===== config.mk =====
export PLATFORM = sky130hd
export DESIGN_NAME = pg_wake_seq
export DESIGN_NICKNAME = d
export VERILOG_FILES = /design/src/rtl/pg_pkg.sv /design/src/rtl/pg_period_timer.sv /design/src/rtl/pg_dur_table.sv /design/src/rtl/pg_stats.sv /design/src/rtl/pg_wake_seq.sv
export SDC_FILE = /design/constraint.sdc
export NUM_CORES = 1
export LEC_CHECK = 0
export CAP_MARGIN = 5
export CORE_ASPECT_RATIO = 0.7
export CORE_UTILIZATION = 46
export CTS_CLUSTER_DIAMETER = 30
export DETAILED_ROUTE_END_ITERATION = 16
export PLACE_DENSITY = 0.66
export SETUP_SLACK_MARGIN = 0.2
export SYNTH_ARGS = -nofsm -noshare
export SYNTH_HDL_FRONTEND = slang
export SYNTH_SLANG_ARGS = --single-unit

===== constraint.sdc =====
create_clock -name clk -period 3.3 [get_ports clk]
set_input_delay 0.495 -clock clk [delete_from_list [all_inputs] [get_ports clk]]
set_output_delay 0.495 -clock clk [all_outputs]
set_load 0.02 [all_outputs]

===== src/rtl/pg_pkg.sv =====
package pg_pkg;

  typedef enum logic [2:0] {
    PH_OFF     = 3'd0,
    PH_PLL     = 3'd1,
    PH_PWRUP   = 3'd2,
    PH_RESTORE = 3'd3,
    PH_GUARD   = 3'd4,
    PH_PROC    = 3'd5,
    PH_SAVE    = 3'd6
  } phase_e;

  localparam int NPH = 7;

  // domain supply is on in these phases
  function automatic logic phase_powered(phase_e p);
    return (p == PH_PWRUP) || (p == PH_RESTORE) || (p == PH_GUARD) ||
           (p == PH_PROC)  || (p == PH_SAVE);
  endfunction

  // isolation clamps released only in these phases
  function automatic logic phase_connected(phase_e p);
    return (p == PH_RESTORE) || (p == PH_GUARD) || (p == PH_PROC) || (p == PH_SAVE);
  endfunction

endpackage


===== src/rtl/pg_period_timer.sv =====
module pg_period_timer #(
  parameter int PERIOD_TICKS = 40960,
  localparam int PW = $clog2(PERIOD_TICKS + 1)
) (
  input  logic clk,
  input  logic rst_n,
  input  logic tick_i,
  output logic wake_o
);
  logic [PW-1:0] cnt_q;
  localparam logic [PW-1:0] LAST = PW'(PERIOD_TICKS - 1);

  assign wake_o = tick_i && (cnt_q == LAST);

  always_ff @(posedge clk or negedge rst_n) begin
    if (!rst_n)      cnt_q <= '0;
    else if (wake_o) cnt_q <= '0;
    else if (tick_i) cnt_q <= cnt_q + 1'b1;
  end
endmodule


===== src/rtl/pg_dur_table.sv =====
module pg_dur_table import pg_pkg::*; #(
  parameter int DW               = 12,
  parameter int PLL_TICKS        = 4,
  parameter int PWRUP_TICKS      = 1,
  parameter int SW_RESTORE_TICKS = 328,
  parameter int SW_GUARD_TICKS   = 3277,
  parameter int PROC_TICKS       = 655,
  parameter int SW_SAVE_TICKS    = 328,
  parameter int RET_GUARD_TICKS  = 4
) (
  input  logic          ret_i,
  input  phase_e        cur_i,
  output logic [DW-1:0] dur_o,
  output phase_e        nxt_o
);
  logic [DW-1:0] dur_tab [NPH];
  phase_e        nxt_tab [NPH];

  always_comb begin
    dur_tab[PH_OFF]     = '0;
    dur_tab[PH_PLL]     = DW'(PLL_TICKS);
    dur_tab[PH_PWRUP]   = DW'(PWRUP_TICKS);
    dur_tab[PH_RESTORE] = ret_i ? '0 : DW'(SW_RESTORE_TICKS);
    dur_tab[PH_GUARD]   = ret_i ? DW'(RET_GUARD_TICKS) : DW'(SW_GUARD_TICKS);
    dur_tab[PH_PROC]    = DW'(PROC_TICKS);
    dur_tab[PH_SAVE]    = ret_i ? '0 : DW'(SW_SAVE_TICKS);
  end

  // successor of each phase: first later phase with a nonzero length
  always_comb begin
    for (int p = 0; p < NPH; p++) begin
      nxt_tab[p] = PH_OFF;
      for (int q = NPH - 1; q > p; q--) begin
        if (dur_tab[q] != '0) nxt_tab[p] = phase_e'(q);
      end
    end
  end

  assign dur_o = dur_tab[cur_i];
  assign nxt_o = nxt_tab[cur_i];
endmodule


===== src/rtl/pg_stats.sv =====
module pg_stats #(
  parameter int PW    = 16,
  parameter int CNT_W = 16
) (
  input  logic             clk,
  input  logic             rst_n,
  input  logic             tick_i,
  input  logic             wake_i,
  input  logic             off_i,
  input  logic             seq_done_i,
  output logic [CNT_W-1:0] wake_cnt_o,
  output logic [PW-1:0]    off_ticks_o
);
  logic [PW-1:0] acc_q;

  always_ff @(posedge clk or negedge rst_n) begin
    if (!rst_n) begin
      acc_q       <= '0;
      off_ticks_o <= '0;
      wake_cnt_o  <= '0;
    end else begin
      if (wake_i) begin
        off_ticks_o <= acc_q + PW'(off_i);
        acc_q       <= '0;
      end else if (tick_i) begin
        acc_q <= acc_q + PW'(off_i);
      end
      if (seq_done_i) wake_cnt_o <= wake_cnt_o + 1'b1;
    end
  end

  a_r8_wake_cnt_step: assert property (@(posedge clk) disable iff (!rst_n)
    !$stable(wake_cnt_o) |-> wake_cnt_o == $past(wake_cnt_o) + 1'b1);
endmodule


===== src/rtl/pg_wake_seq.sv =====
module pg_wake_seq import pg_pkg::*; #(
  parameter int PERIOD_TICKS     = 40960,
  parameter int PLL_TICKS        = 4,
  parameter int PWRUP_TICKS      = 1,
  parameter int SW_RESTORE_TICKS = 328,
  parameter int SW_GUARD_TICKS   = 3277,
  parameter int PROC_TICKS       = 655,
  parameter int SW_SAVE_TICKS    = 328,
  parameter int RET_GUARD_TICKS  = 4,
  parameter int CNT_W            = 16
) (
  input  logic                                clk,
  input  logic                                rst_n,
  input  logic                                tick_i,
  input  logic                                mode_i,
  input  logic                                done_i,
  input  logic                                early_i,
  output logic                                pll_en_o,
  output logic                                pwr_en_o,
  output logic                                iso_o,
  output logic                                save_o,
  output logic                                restore_o,
  output logic                                proc_o,
  output logic                                overrun_o,
  output logic [CNT_W-1:0]                    wake_cnt_o,
  output logic [$clog2(PERIOD_TICKS+1)-1:0]   off_ticks_o
);
  localparam int PW = $clog2(PERIOD_TICKS + 1);
  localparam int M1 = (PLL_TICKS > PWRUP_TICKS) ? PLL_TICKS : PWRUP_TICKS;
  localparam int M2 = (SW_RESTORE_TICKS > SW_GUARD_TICKS) ? SW_RESTORE_TICKS : SW_GUARD_TICKS;
  localparam int M3 = (PROC_TICKS > SW_SAVE_TICKS) ? PROC_TICKS : SW_SAVE_TICKS;
  localparam int M4 = (M1 > M2) ? M1 : M2;
  localparam int M5 = (M3 > RET_GUARD_TICKS) ? M3 : RET_GUARD_TICKS;
  localparam int MAXD = (M4 > M5) ? M4 : M5;
  localparam int DW = $clog2(MAXD + 1);

  phase_e        phase_q, nxt;
  logic [DW-1:0] cnt_q, dur_cur;
  logic          ret_q, ret_sel, wake, ended, seq_done, pwr_prev_q, ovr_q;

  pg_period_timer #(.PERIOD_TICKS(PERIOD_TICKS)) u_timer (
    .clk(clk), .rst_n(rst_n), .tick_i(tick_i), .wake_o(wake)
  );

  // profile comes live from mode_i only while off, latched otherwise
  assign ret_sel = (phase_q == PH_OFF) ? mode_i : ret_q;

  pg_dur_table #(
    .DW(DW), .PLL_TICKS(PLL_TICKS), .PWRUP_TICKS(PWRUP_TICKS),
    .SW_RESTORE_TICKS(SW_RESTORE_TICKS), .SW_GUARD_TICKS(SW_GUARD_TICKS),
    .PROC_TICKS(PROC_TICKS), .SW_SAVE_TICKS(SW_SAVE_TICKS),
    .RET_GUARD_TICKS(RET_GUARD_TICKS)
  ) u_table (
    .ret_i(ret_sel), .cur_i(phase_q), .dur_o(dur_cur), .nxt_o(nxt)
  );

  assign ended = (phase_q != PH_OFF) &&
                 ((tick_i && (cnt_q == dur_cur - 1'b1)) ||
                  (done_i && ((phase_q == PH_RESTORE) || (phase_q == PH_SAVE))) ||
                  (early_i && (phase_q == PH_PROC)));
  assign seq_done = ended && (nxt == PH_OFF);

  always_ff @(posedge clk or negedge rst_n) begin
    if (!rst_n) begin
      phase_q    <= PH_OFF;
      cnt_q      <= '0;
      ret_q      <= 1'b0;
      ovr_q      <= 1'b0;
      pwr_prev_q <= 1'b0;
    end else begin
      pwr_prev_q <= phase_powered(phase_q);
      if (phase_q == PH_OFF) begin
        if (wake) begin
          phase_q <= nxt;
          cnt_q   <= '0;
          ret_q   <= mode_i;
        end
      end else begin
        if (wake) ovr_q <= 1'b1;
        if (ended) begin
          phase_q <= nxt;
          cnt_q   <= '0;
        end else if (tick_i) begin
          cnt_q <= cnt_q + 1'b1;
        end
      end
    end
  end

  pg_stats #(.PW(PW), .CNT_W(CNT_W)) u_stats (
    .clk(clk), .rst_n(rst_n), .tick_i(tick_i), .wake_i(wake),
    .off_i(phase_q == PH_OFF), .seq_done_i(seq_done),
    .wake_cnt_o(wake_cnt_o), .off_ticks_o(off_ticks_o)
  );

  assign pll_en_o  = (phase_q != PH_OFF);
  assign pwr_en_o  = phase_powered(phase_q) || pwr_prev_q;
  assign iso_o     = !phase_connected(phase_q);
  assign save_o    = (phase_q == PH_SAVE);
  assign restore_o = (phase_q == PH_RESTORE);
  assign proc_o    = (phase_q == PH_PROC);
  assign overrun_o = ovr_q;

  a_r6_iso_when_unpowered: assert property (@(posedge clk) disable iff (!rst_n)
    !pwr_en_o |-> iso_o);
  a_r6_power_outlasts_iso: assert property (@(posedge clk) disable iff (!rst_n)
    $rose(iso_o) |-> pwr_en_o);
  a_r11_save_connected: assert property (@(posedge clk) disable iff (!rst_n)
    save_o |-> (!iso_o && pwr_en_o));
  a_r10_overrun_sticky: assert property (@(posedge clk) disable iff (!rst_n)
    overrun_o |=> overrun_o);
  a_r5_profile_held: assert property (@(posedge clk) disable iff (!rst_n)
    (phase_q != PH_OFF) && $past(phase_q != PH_OFF) |-> $stable(ret_q));
  a_r7_early_closes_window: assert property (@(posedge clk) disable iff (!rst_n)
    (early_i && phase_q == PH_PROC) |=> (phase_q != PH_PROC));
endmodule


======== Word level (Yosys, flattened, before mapping) ========
Index checks and enable logic that the tools add are counted.
operators by class
  add/subtract/negate cells ............... 5
  magnitude comparators ................... 1
  eq/ne operators ......................... 8
  mux-type cells .......................... 23
  bitwise logic cells ..................... 2
  reduce and logical (&&, ||, !) cells .... 30
operators with widths
  kind                   count
  $mux 12                7
  $mux 16                4
  $bmux 12 s3            1
  $add 16x1->16 const B  2
  $reduce_bool 12->1     2
  $mux 3                 7
  $add 16x1->16          1
  $eq 16x16->1 const B   1
  $add 12x1->12 const B  1
  $eq 12x12->1           1
  $sub 12x1->12 const B  1
  $logic_or 1x1->1       11
  $bmux 3 s3             1
  $eq 3x3->1 const B     3
  $mux 9                 1
  $reduce_and 2->1       4
  $eq 3x2->1 const B     2
  $logic_and 1x1->1      6
  $logic_not 3->1        2
  $reduce_bool 3->1      2
  $ge 4x4->1 const B     1
  $not 3->4              1
  $reduce_bool 2->1      2
  $mux 1                 2
  other kinds (3)        3
word-level totals
  flip-flop bits (word level) ............. 82
  input bits .............................. 6
  output and inout port bits .............. 39
  word-level logic and storage cells ...... 78

======== Logic depth before layout (Yosys ltp) ========
  depth after elaboration ................. 14
  depth in mapped cells ................... 14
  mapped depth without buffers ............ 11

======== Cells and area by module ========
From an unflattened synthesis, not the netlist that was laid out.
second synthesis, totals
  cells, all modules ...................... 501
  area total of the unflattened synthesis .. 4729.5 µm²
by module, submodules not included
  module           instances  cells each  area each (µm²)  seq. area each (µm²)
  pg_stats         1          227         2311.0           1201.2
  pg_wake_seq      1          165         1388.8           450.4
  pg_period_timer  1          73          792.0            400.4
  pg_dur_table     1          36          237.7            0.0

======== Least setup slack after synthesis ========
OpenSTA, ideal clock, no wires.
  kind .................................... register to register
  from .................................... reg phase_q[0]
  to ...................................... reg u_stats.wake_cnt_o[12]
  setup time .............................. 0.080 ns
  data arrival time ....................... 2.715 ns
  data required time ...................... 3.220 ns
  setup slack ............................. 0.505 ns
  stages on the path, launching flop included .. 14
  period minus slack after synthesis ...... 2.795 ns
  path through ............................ dfrtp_1 buf_4 buf_6 nand2b_1 o22ai_1 inv_1 ha_1 xor2_1 nand3_1 a211oi_1 a41oi_4 buf_6 nor4_2 xor2_1
on the way
  word-level cells in the longest chain between the ends .. 13
  elaborated cells between the ends (all ways) .. 31
  classes of those cells .................. add/sub: 1; eq/ne: 4; mux: 12; bitwise: 1; reduce/logical: 13
RTL lines
  element                                     RTL line                                                    source
  start: declaration                          pg_wake_seq.sv:37                                           phase_e phase_q, nxt;
  start signal: assignment                    pg_wake_seq.sv:74                                           phase_q <= nxt;
  start signal: assignment                    pg_wake_seq.sv:81                                           phase_q <= nxt;
  $logic_not 3->1                             pg_wake_seq.sv:46                                           assign ret_sel = (phase_q == PH_OFF) ? mode_i : ret_q;
  $mux 1                                      pg_wake_seq.sv:46
  $mux 12 or $mux 9 (tied branches)           pg_dur_table.sv:24, pg_dur_table.sv:23, pg_dur_table.sv:26
  $bmux 12 s3                                 pg_dur_table.sv:39                                          assign dur_o = dur_tab[cur_i];
  $mux 12 (implied by the code) (2 in a row)  pg_dur_table.sv:39
  $sub 12x1->12                               pg_wake_seq.sv:58                                           ((tick_i && (cnt_q == dur_cur - 1'b1)) ||
  $eq 12x12->1                                pg_wake_seq.sv:58
  $logic_and 1x1->1                           pg_wake_seq.sv:58
  $logic_or 1x1->1                            pg_wake_seq.sv:58
  $logic_or 1x1->1                            pg_wake_seq.sv:59                                           (done_i && ((phase_q == PH_RESTORE) || (phase_q == PH_SAVE))) ||
  $logic_and 1x1->1                           pg_wake_seq.sv:57                                           assign ended = (phase_q != PH_OFF) &&
  $logic_and 1x1->1 (*)                       pg_wake_seq.sv:61                                           assign seq_done = ended && (nxt == PH_OFF);
  end signal: assignment                      pg_stats.sv:28                                              if (seq_done_i) wake_cnt_o <= wake_cnt_o + 1'b1;
  end: declaration                            pg_stats.sv:11                                              output logic [CNT_W-1:0] wake_cnt_o,
Mark *: on every way between the ends. The rest lies on a longest branch, timed or not. The select of a mux whose other input is x is not followed.
A chain may end at the register's enable or synchronous reset.

======== Final worst setup path ========
  from .................................... reg phase_q[1]
  to ...................................... reg u_stats.acc_q[12]
on the way
  word-level cells in the longest chain between the ends .. 4
RTL lines
  element                 RTL line           source
  $logic_not 3->1         pg_wake_seq.sv:92  .off_i(phase_q == PH_OFF), .seq_done_i(seq_done),
  $add 16x1->16           pg_stats.sv:26     acc_q <= acc_q + PW'(off_i);
  $mux 16                 pg_stats.sv:25     end else if (tick_i) begin
  $mux 16                 pg_stats.sv:22     if (wake_i) begin
  end signal: assignment  pg_stats.sv:26
  end: declaration        pg_stats.sv:14     logic [PW-1:0] acc_q;
Every way passes these cells. The select of a mux whose other input is x is not followed.

==> impl_metrics.env <==
export IMPL_io_pins=45
export IMPL_n_antenna_cell=0
export IMPL_cts_htree_levels=3
export IMPL_seq_power_share_pct=33.7
export IMPL_wire_per_inst_um=14.84
export IMPL_r2r_end="u_stats.acc_q[12]$_DFFE_PN0P_"
export IMPL_vias=3735
export IMPL_whs_ns=0.1335
export IMPL_rsz0062_at_grt="yes"
export IMPL_synth_top_area_share_pct=44.34
export IMPL_routed_wl_um=9943
export IMPL_ys_seq_area_share_pct=44.34
export IMPL_grt_overflow_total=0
export IMPL_peakVddDrop_mv=0.3369
export IMPL_ys_ff_latch=82
export IMPL_syn_inst=489
export IMPL_clockRootBuffer="clkbuf_16"
export IMPL_cp_cell_sequence="buf_4 > or3_1 > inv_2 > ha_1 > ha_1 > and3_1 > and3_2 > and3_2 > nand3_1 > nor3_1 > a21oi_1 > o22ai_1"
export IMPL_grt_max_degree=58
export IMPL_p_comb_share_pct=38.1
export IMPL_start_util_pct=47.61
export IMPL_met1_usage_pct=30.74
export IMPL_synthMuxAreaShare_pct=1.649
export IMPL_rr_startpoint="phase_q[1]$_DFFE_PN0P_"
export IMPL_slew_viol_final=0
export IMPL_status="completed"
export IMPL_yosys_area_top_type="dfrtp_1"
export IMPL_synthFlopType="dfrtp_1"
export IMPL_reg2regPathDepth=12
export IMPL_power_frac_clock_pct=28.2
export IMPL_postSynthAreaPerCell_um2=9.465
export IMPL_cp_start_kind="flop"
export IMPL_clockBufferDepth=2
export IMPL_tightestPinTransition_ns=0.6130
export IMPL_fillers=837
export IMPL_cp_arrival_ns=3.20
export IMPL_synth_xor_area_share_pct=11.17
export IMPL_nets=549
export IMPL_area_delta_synth_final_pct=20.52
export IMPL_grt_pass1_wl_um=17060
export IMPL_slowest_stage="dfrtp_1"
export IMPL_vias_per_cell=5.575
export IMPL_mappedNetlistNets=501
export IMPL_hold_path_class="in2async"
export IMPL_skew_ns=0.005625
export IMPL_place_congestion=0.8624
export IMPL_core_area_um2=9722
export IMPL_antenna_found_initial=0
export IMPL_grt_use_total_pct=20.61
export IMPL_grt_use_met3_pct=4.787
export IMPL_final_antenna_net_count=0
export IMPL_regToRegSetupSlack_ns=0.36
export IMPL_yosysMostFrequentCell="dfrtp_1"
export IMPL_cts_tree="built"
export IMPL_p_leak_nw=2.446
export IMPL_die_h_um=85.92
export IMPL_port_buffers=44
export IMPL_synthSimpleGateAreaFrac_pct=23.17
export IMPL_finalCritPeriodShare_pct=89.14
export IMPL_cp_max_fo=16
export IMPL_setup_violations=0
export IMPL_postCtsHoldBufs=0
export IMPL_synthArstFlopShare_pct=100.0
export IMPL_synth_cell_types=63
export IMPL_hpwlAfterDp_um=6902
export IMPL_final_instance_count_excl_fill=670
export IMPL_p_int_mw=2.420
export IMPL_first_iter_violations=303
export IMPL_dieArea_um2=10470
export IMPL_grt_use_met2_pct=29.17
export IMPL_layout_min_cycle_time_ns=2.942
export IMPL_cts_buffers=9
export IMPL_p_switching_mw=1.382
export IMPL_drive_above_1_share_pct=11.62
export IMPL_yosys_top_cells_area="dfrtp_1 (44%), xor2_1 (5.7%), xnor2_1 (5.5%)"
export IMPL_place_inst=650
export IMPL_hold_viol=0
export IMPL_numClockSinks=82
export IMPL_synth_edf_count=0
export IMPL_firstDrtPassIters=5
export IMPL_slew_headroom_pct=59.13
export IMPL_max_stage_delay_ns=0.43
export IMPL_yosys_warnings=0
export IMPL_die_x_um=121.9
export IMPL_fmax_ghz=0.3400
export IMPL_num_rows=30
export IMPL_grt_pass1_vias=3495
export IMPL_busiest_layer="met1"
export IMPL_synth_top_family_by_area="simple AND/OR/NAND/NOR gates"
export IMPL_insertion_delay_ns=0.34
export IMPL_finalSetupTns_ns=0
export IMPL_worstSetupEndpointType="flop"
export IMPL_synthTopCellsByCount="dfrtp_1 (82), nand2_1 (49), nor2_1 (48)"
export IMPL_cp_required_ns=3.56
export IMPL_p_per_area_nw_per_um2=681.6
export IMPL_synth_fa_ha_area_share_pct=1.622
export IMPL_drv_cap=0
export IMPL_drcViolationCount=0
export IMPL_synth_compound_area_share_pct=13.76
export IMPL_syn_area_um2=4628
export IMPL_path_clk_slew_ns=0.06
export IMPL_sw_frac_of_total_pct=36.34
export IMPL_worstSetupPathType="reg2reg"
worst max path at each step:
stage	from	end	slack (ns)	cells after the start
floorplan	phase_q[0]$_DFFE_PN0P_	u_stats.wake_cnt_o[12]$_DFFE_PN0P_	0.50	13
global placement	phase_q[1]$_DFFE_PN0P_	u_stats.off_ticks_o[12]$_DFFE_PN0P_	0.37	11
detailed placement	phase_q[1]$_DFFE_PN0P_	u_stats.acc_q[12]$_DFFE_PN0P_	0.30	12
CTS	phase_q[1]$_DFFE_PN0P_	u_stats.acc_q[12]$_DFFE_PN0P_	0.29	12
global route	phase_q[1]$_DFFE_PN0P_	u_stats.acc_q[12]$_DFFE_PN0P_	0.15	12
finish	phase_q[1]$_DFFE_PN0P_	u_stats.acc_q[12]$_DFFE_PN0P_	0.36	12
per-stage QoR:
step,setup WS (ns),power [mW],area (µm²),utilization [%]
2_1_floorplan,0.5048,2.327,4628,-
3_3_place_gp,0.3657,2.662,5219,53.68
3_5_place_dp,0.3037,2.693,5219,53.68
4_1_cts,0.2933,3.783,5538,56.96
5_1_grt,0.1547,4.021,5578,57.37
6_report,0.3585,3.802,5578,57.37
cell usage in the layout, fill, tap and decap left out, types with 3 or more instances in the layout:
cell	n
o2bb2ai_1	5
clkbuf_16	9
nand2_1	49
nor3_1	10
a21oi_1	20
nor2b_1	7
clkdlybuf4s50_1	43
nand4_1	13
a22o_1	3
xnor2_1	29
a21o_1	3
ha_1	6
and2_1	6
nand2b_1	5
clkinv_2	4
buf_4	18
nor4b_1	3
nor2_1	47
o21ai_0	28
nand3_1	16
o31ai_1	6
nor4_2	6
o211ai_1	4
and3_1	10
mux2_2	5
inv_1	16
or3_1	4
dfrtp_1	82
and4_1	4
xor2_1	30
kinds of logic (layout without fill, tap and decap cells):
logic type      count (synthesis)  after routing
compound gates                 92             92
xor+xnor                       59             59
fa+ha+maj                       6              6
buf+inv                        43             96
flops                          82             82
mux                             7              7
simple gates                  200            200
what timing repair did:
item | in CTS | in global routing
gates resized for setup | 0 | 4
setup endpoints to repair | 0 | 15
setup buffers | 0 | 4
power groups by stage:
stage / clock (mW) / combinational, mW / sequential, mW
5_1_grt: 1.14 / 1.58 / 1.30
2_1_floorplan: 0 / 1.07 / 1.25
4_1_cts: 1.10 / 1.41 / 1.28
3_5_place_dp: 0 / 1.40 / 1.29
6_report: 1.07 / 1.45 / 1.28
3_3_place_gp: 0 / 1.37 / 1.29
final cells by class:
class | instances | area (µm²) | share of cell area (%)
clock buffers | 10 | 239.0 | 4.284
clock inverters | 6 | 80.08 | 1.436
inverters | 18 | 67.56 | 1.211
multi-input cells | 364 | 2394 | 42.91
flip-flops and latches | 82 | 2052 | 36.79
well taps | 128 | 160.2 | 2.871
repair buffers | 62 | 585.6 | 10.50
worst max-delay path: cells and delay by family (launching register included):
kind                       cells  cell delay, ns
adders and majority gates      2            0.45
AOI/OAI and AO/OA              2            0.17
DFF                            1            0.43
and+or+nand+nor                6            1.45
buffers and inverters          2            0.35
layer usage:
| metal | part of all wire [%] | vias to the layer above |
|---|---|---|
| met5 | 0 | - |
| met4 | 1.2 | 0 |
| met3 | 5.2 | 12 |
| met2 | 43 | 102 |
| met1 | 50 | 1808 |
| li1 | - | 1813 |
sequential cells by signal, summed over array words and instances, names as in the netlist:
register             count
u_stats.acc_q           16
u_stats.off_ticks_o     16
u_stats.wake_cnt_o      16
u_timer.cnt_q           16
cnt_q                   12
phase_q                  3
overrun_o                1
pwr_prev_q               1
ret_q                    1
No activity file was read; power rests on OpenSTA's default activity.
